**src/rtl/dual_adc_reader.sv**
```systemverilog
module dual_adc_reader #(
  parameter int DATA_W   = 16,
  parameter int CONV_CYC = 60,
  parameter int SCK_HALF = 2,
  parameter int GAP_CYC  = 2
) (
  input  logic              clk,
  input  logic              rst_n,
  input  logic              start,
  input  logic              sdo,
  output logic              cnv,
  output logic              sck,
  output logic [1:0]        sel_n,
  output logic              busy,
  output logic              valid,
  output logic [DATA_W-1:0] word0,
  output logic [DATA_W-1:0] word1
);
  localparam int MAX_AB = (CONV_CYC > SCK_HALF) ? CONV_CYC : SCK_HALF;
  localparam int MAXC   = (MAX_AB > GAP_CYC) ? MAX_AB : GAP_CYC;
  localparam int CW     = $clog2(MAXC + 1);
  localparam int BW     = $clog2(DATA_W + 1);

  typedef enum logic [2:0] {S_IDLE, S_CONV, S_LOW, S_HIGH, S_GAP} st_t;

  st_t              st;
  logic [CW-1:0]    cnt;
  logic [BW-1:0]    nbits;
  logic             dev;
  logic [DATA_W-1:0] sh, hold;

  wire tick = (cnt == '0);
  assign busy = (st != S_IDLE);

  always_ff @(posedge clk or negedge rst_n) begin
    if (!rst_n) begin
      st    <= S_IDLE;
      cnt   <= '0;
      nbits <= '0;
      dev   <= 1'b0;
      sh    <= '0;
      hold  <= '0;
      cnv   <= 1'b0;
      sck   <= 1'b0;
      sel_n <= 2'b11;
      valid <= 1'b0;
      word0 <= '0;
      word1 <= '0;
    end else begin
      valid <= 1'b0;
      case (st)
        S_IDLE: if (start) begin
          cnv <= 1'b1;
          cnt <= CW'(CONV_CYC - 1);
          st  <= S_CONV;
        end
        S_CONV: if (tick) begin
          sel_n <= 2'b10;
          dev   <= 1'b0;
          nbits <= '0;
          cnt   <= CW'(SCK_HALF - 1);
          st    <= S_LOW;
        end else cnt <= cnt - 1'b1;
        S_LOW: if (tick) begin
          if (nbits == BW'(DATA_W)) begin
            sel_n <= 2'b11;
            if (!dev) begin
              hold <= sh;
              cnt  <= CW'(GAP_CYC - 1);
              st   <= S_GAP;
            end else begin
              word0 <= hold;
              word1 <= sh;
              valid <= 1'b1;
              cnv   <= 1'b0;
              st    <= S_IDLE;
            end
          end else begin
            sck <= 1'b1;
            cnt <= CW'(SCK_HALF - 1);
            st  <= S_HIGH;
          end
        end else cnt <= cnt - 1'b1;
        S_HIGH: if (tick) begin
          sck   <= 1'b0;
          sh    <= {sh[DATA_W-2:0], sdo};
          nbits <= nbits + 1'b1;
          cnt   <= CW'(SCK_HALF - 1);
          st    <= S_LOW;
        end else cnt <= cnt - 1'b1;
        S_GAP: if (tick) begin
          dev   <= 1'b1;
          sel_n <= 2'b01;
          nbits <= '0;
          cnt   <= CW'(SCK_HALF - 1);
          st    <= S_LOW;
        end else cnt <= cnt - 1'b1;
        default: st <= S_IDLE;
      endcase
    end
  end


  start_cnv_chk: assert property (@(posedge clk) disable iff (!rst_n)
    (!busy && start) |=> (cnv && sel_n == 2'b11));

  conv_quiet_chk: assert property (@(posedge clk) disable iff (!rst_n)
    (st == S_CONV) |-> (cnv && sel_n == 2'b11 && !sck));

  one_sel_chk: assert property (@(posedge clk) disable iff (!rst_n)
    $countones(~sel_n) <= 1);

  sck_gated_chk: assert property (@(posedge clk) disable iff (!rst_n)
    sck |-> (sel_n != 2'b11));

  cnv_hold_chk: assert property (@(posedge clk) disable iff (!rst_n)
    (sel_n != 2'b11) |-> cnv);

  valid_pulse_chk: assert property (@(posedge clk) disable iff (!rst_n)
    valid |=> !valid);

  word_hold_chk: assert property (@(posedge clk) disable iff (!rst_n)
    !valid |-> ($stable(word0) && $stable(word1)));
endmodule

```
**config.mk**
```make
export PLATFORM = sky130hd
export DESIGN_NAME = dual_adc_reader
export DESIGN_NICKNAME = d
export VERILOG_FILES = /design/src/rtl/dual_adc_reader.sv
export SDC_FILE = /design/constraint.sdc
export NUM_CORES = 1
export LEC_CHECK = 0
export BUFFER_PORTS_ARGS = -buffer_cell sky130_fd_sc_hd__clkbuf_2
export CORE_MARGIN = 2
export CORE_UTILIZATION = 36
export DETAILED_ROUTE_END_ITERATION = 8
export HOLD_SLACK_MARGIN = 0.05
export PLACE_DENSITY = 0.55
export SKIP_CTS_REPAIR_TIMING = 1
export SYNTH_ARGS = -nofsm -noshare
export SYNTH_HDL_FRONTEND = slang
export SYNTH_SLANG_ARGS = --single-unit
```
**constraint.sdc**
```tcl
create_clock -name clk -period 6 [get_ports clk]
set_input_delay 1.2 -clock clk [delete_from_list [all_inputs] [get_ports clk]]
set_output_delay 1.2 -clock clk [all_outputs]
set_load 0.02 [all_outputs]
```
Word-level counts from Yosys, hierarchy flattened:

Index checks and enable logic that the tools add are counted.
W data, S select, Z words.

* add/sub/neg operators: 2
* equality and inequality tests: 16
* mux-type cells: 35
* reduce and logical (&&, ||, !) cells: 21
* bitwise gates (word level): 1

Operator list (number)
* $mux W6: 5
* $pmux W6 S3: 1
* $ne A2 B2 Y1 const B: 8
* $mux W3: 5
* $mux W1: 12
* $reduce_and A3 Y1: 4
* $reduce_and A4 Y1: 3
* $mux W5: 2
* $pmux W5 S2: 1
* $reduce_and A5 Y1: 2
* $pmux W3 S3: 1
* $reduce_bool A3 Y1: 3
* $mux W2: 4
* $reduce_bool A2 Y1: 4
* $eq A3 B2 Y1 const B: 2
* $logic_not A6 Y1: 1
* $pmux W1 S2: 3
* $pmux W2 S3: 1
* $sub A6 B1 Y6 const B: 1
* $add A5 B1 Y5 const B: 1
* $eq A5 B5 Y1 const B: 1
* $ne A2 B1 Y1 const B: 2
* $ne A4 B4 Y1 const B: 1
* $eq A3 B1 Y1 const B: 1
* 6 further kinds: 6

* output and inout bits: 38
* register bits: 84

Logic depth before layout (Yosys ltp):

* depth in word-level cells: 4
* gate-level depth with buffers: 8

Worst setup path before layout:

OpenSTA, ideal clock, no wires.

* path type: register -> register
* start point: register cnt[0]
* end point: register hold[0]
* stages on the path, launching flop included: 9
* path buffers: 2
* required time: 5.875 ns
* slack: 3.601 ns
* data arrival time: 2.274 ns
* library setup time: 0.125 ns
* cells stage by stage: dfrtp_1 > inv_1 > ha_1 > or4b_4 > nand2b_4 > buf_6 > nor4_4 > buf_8 > mux2_4

* word-level cells in the longest chain between the ends: 2

Ends and longest elaborated chain
* from (decl): line 27 `logic [CW-1:0] cnt;`
* from (signal assigned): line 54 `cnt <= CW'(CONV_CYC - 1);`
* from (signal assigned): line 61 `cnt <= CW'(SCK_HALF - 1);`
* from (signal assigned): line 63 `end else cnt <= cnt - 1'b1;`
* $logic_not A6 Y1: line 32 `wire tick = (cnt == '0);`
* $reduce_and A4 Y1 (no source line)
* to (signal assigned): line 68 `hold <= sh;`
* to (decl): line 30 `logic [DATA_W-1:0] sh, hold;`

Every way passes these cells.
A chain may end at the register's enable or synchronous reset.

Worst setup path after layout:

* start point: register cnt[0]
* end point: register word1[13]

* word-level cells in the longest chain between the ends: 2

Ends and longest elaborated chain
* $logic_not A6 Y1: line 32
* $reduce_and A4 Y1 (no source line)
* to (signal assigned): line 73 `word1 <= sh;`
* to (decl): line 17 `output logic [DATA_W-1:0] word1`

Every way passes these cells.

==> flow_summary.toml <==
[clock_network]
clock-root-buffer = "clkbuf_8"
clockBufferDepth = 2
clkSlewWorstSetupHoldPaths_ns = 0.09
cts.sinks = 84
clk_latency_ns = 0.35
h-tree-depth = 3
tritoncts = "done"
cts_buffers = 9

[route]
firstDrtPassIters = 4
drtAntennaViolNets = 0
drt-initial-drc-count = 85
wire_per_inst_um = 14.4
route.vias.total = 2122
viasPerCell = 4.89
drc = 0
finalWirelength_mm = 6.26

[placed_design]
hpwl_mm = 4.05
place_ws_ns = 2.35
globalplace.congestion = 0.804
place_area_sq_um = 3850
io_buffers = 41

[power]
ir_drop_v = 0.000112
pwr_density_cell_nw_per_um2 = 307
leakage_uw = 0.00201

[grt]
antenna_found_initial = 0
grt_first_pass_wirelength_mm = 10.4
grt_util_met2_pct = 19.1
grt.overflow.total = 0
grt.total_usage_pct = 12.9
grt_pass1_vias = 2025
grt_max_degree = 85
met1_usage_pct = 18.0
grt_use_met3_pct = 4.34
busiest_layer = "met2"

[floorplan]
die_w_um = 103
fp-row-count = 36
die_y_um = 103
io_pins = 42
initial_core_util_pct = 36.7
core-area_sq_um = 9640
dieArea_sq_um = 10600

[critical_path]
critPathKind = "register to register"
endpoint_kind = "register"
cp.arrival_ns = 3.87
start_kind = "register"
critPathMaxFanout = 19
required_ns = 6.24

[logic_synthesis]
postSynthCellCount = 255
ys_warn_count = 0
synth.yosys.seq_area_share_pct = 59.6
synth.net_count = 263
synthTopCellsByCount = "dfrtp_1, mux2_2, o21ai_0"
synth.area.top_cells = "dfrtp_1, mux2_2, mux2_4, o21ai_0, dfstp_2"
synth_ff_type = "dfrtp_1"
synth_cell_types = 44
synth_top_cell_by_area = "dfrtp_1"
yosysMostFrequentCell = "dfrtp_1"
synth_area_sq_um = 3530
synth_edf_count = 0
ys_async_sr_fraction_pct = 100
avgSynthCellArea_sq_um = 13.9
synth_seq_cells = 84
synth_top_area_share_pct = 58.1

[sta]
fin_crit_sh_pct = 60.5
skew_ns = 0.0103
finalHoldViolCount = 0
max_slew_margin_pct = 31.3
fin_ws_ns = 2.37
rsz0062_at_grt = "no"
drv_slew = 0
worst_pin_slew_ns = 1.03
setup_violations = 0
period_needed_ns = 3.63
holdWs_ns = 0.510
clock.fmax_mhz = 275
totalNegativeSetupSlack_ns = 0

[cells_and_area]
synthToLayoutAreaGrowth_pct = 14.2
final_core_util_pct = 41.9
drive_gt1_share_pct = 44.2
fin_nets = 304
n_antenna_cell = 0
stdcell_area_sq_um = 4040

[flow_run]
cap_viol_max_count = 0

[min_path]
hold_class = "register to register"

[run_status]
status = "completed"
[worst max-delay path, stage by stage, from the launching register on]
cell and delay, ns:
dfrtp_1 0.41, inv_1 0.09, ha_1 0.16, or4b_4 0.48, nor2_1 0.70, nand4_1 0.87, buf_4 0.51, mux2_2 0.30
[registers in the layout, summed over array words and instances (netlist names)]
name / flops
cnt: 6
cnv: 1
dev: 1
hold: 16
nbits: 5
sck: 1
sel_n: 2
sh: 16
st: 3
valid: 1
word0: 16
word1: 16
[power breakdown]
group / leakage [uW] / internal, uW / switching (uW)
registers: 0.00114 / 613 / 56.5
clock network: 0.0000921 / 157 / 219
logic: 0.000781 / 75.0 / 117
[per-layer routing]
metal	up-vias	routed length [um]
li1	1005	-
met1	1074	3050
met2	35	2900
met3	8	235
met4	0	74
met5	-	0
[final cells by class]
cell class	instances	area [sq um]
flip-flops and latches	84	2100
inverters	8	30.0
fillers	920	5600
multi-input cells	150	1330
well taps	133	166
clock buffers	9	124
repair buffers	43	223
clock inverters	7	58.8
[path summary, 6_finish.rpt]
check	endpoint	start	slack (ns)	cells past startpoint
min in group asynchronous	word1[2]	rst_n	1.02	1
setup / recovery	word1[13]	cnt[0]	2.37	7
hold reg to reg	cnv	cnv	0.51	1
hold / removal	cnv	cnv	0.51	1
setup reg to reg	word1[13]	cnt[0]	2.37	7
max in group asynchronous	st[1]	rst_n	4.32	1
[cells in the final DEF, fill, tap and decap left out, types with 2 or more instances in the layout]
cell	Yosys	routed
nand2b_1	3	3
o311a_1	2	2
mux2_4	9	9
o31ai_1	3	3
o21ai_0	13	13
clkbuf_2	0	40
a31oi_1	4	4
a2111oi_0	2	2
or3_1	3	3
dfstp_2	2	2
or4_1	2	2
mux2_2	55	55
dfrtp_1	82	82
nand3_1	7	7
or2_2	2	2
nand3b_1	2	2
inv_6	0	2
ha_1	4	4
nand2_1	7	7
clkinv_4	0	2
clkbuf_8	0	9
inv_1	8	8
buf_4	0	3
nor2_1	11	11
[cells by family (layout without fill, tap and decap cells)]
group	count (synthesis)	after routing	share of synthesized area (%)
buffers and inverters	21	67	2.83
and+or+nand+nor	47	47	8.00
muxes	64	64	21.4
adders and majority gates	4	4	1.42
DFF	84	84	59.6
AOI/OAI and AO/OA	35	35	6.83
[metrics by stage]
stage	power (uW)	instances
floorplan	812	255
global route	1310	434
finish	1240	434
detailed placement	872	418
CTS	1250	434
global placement	868	418
No activity file was read; power rests on OpenSTA's default activity.
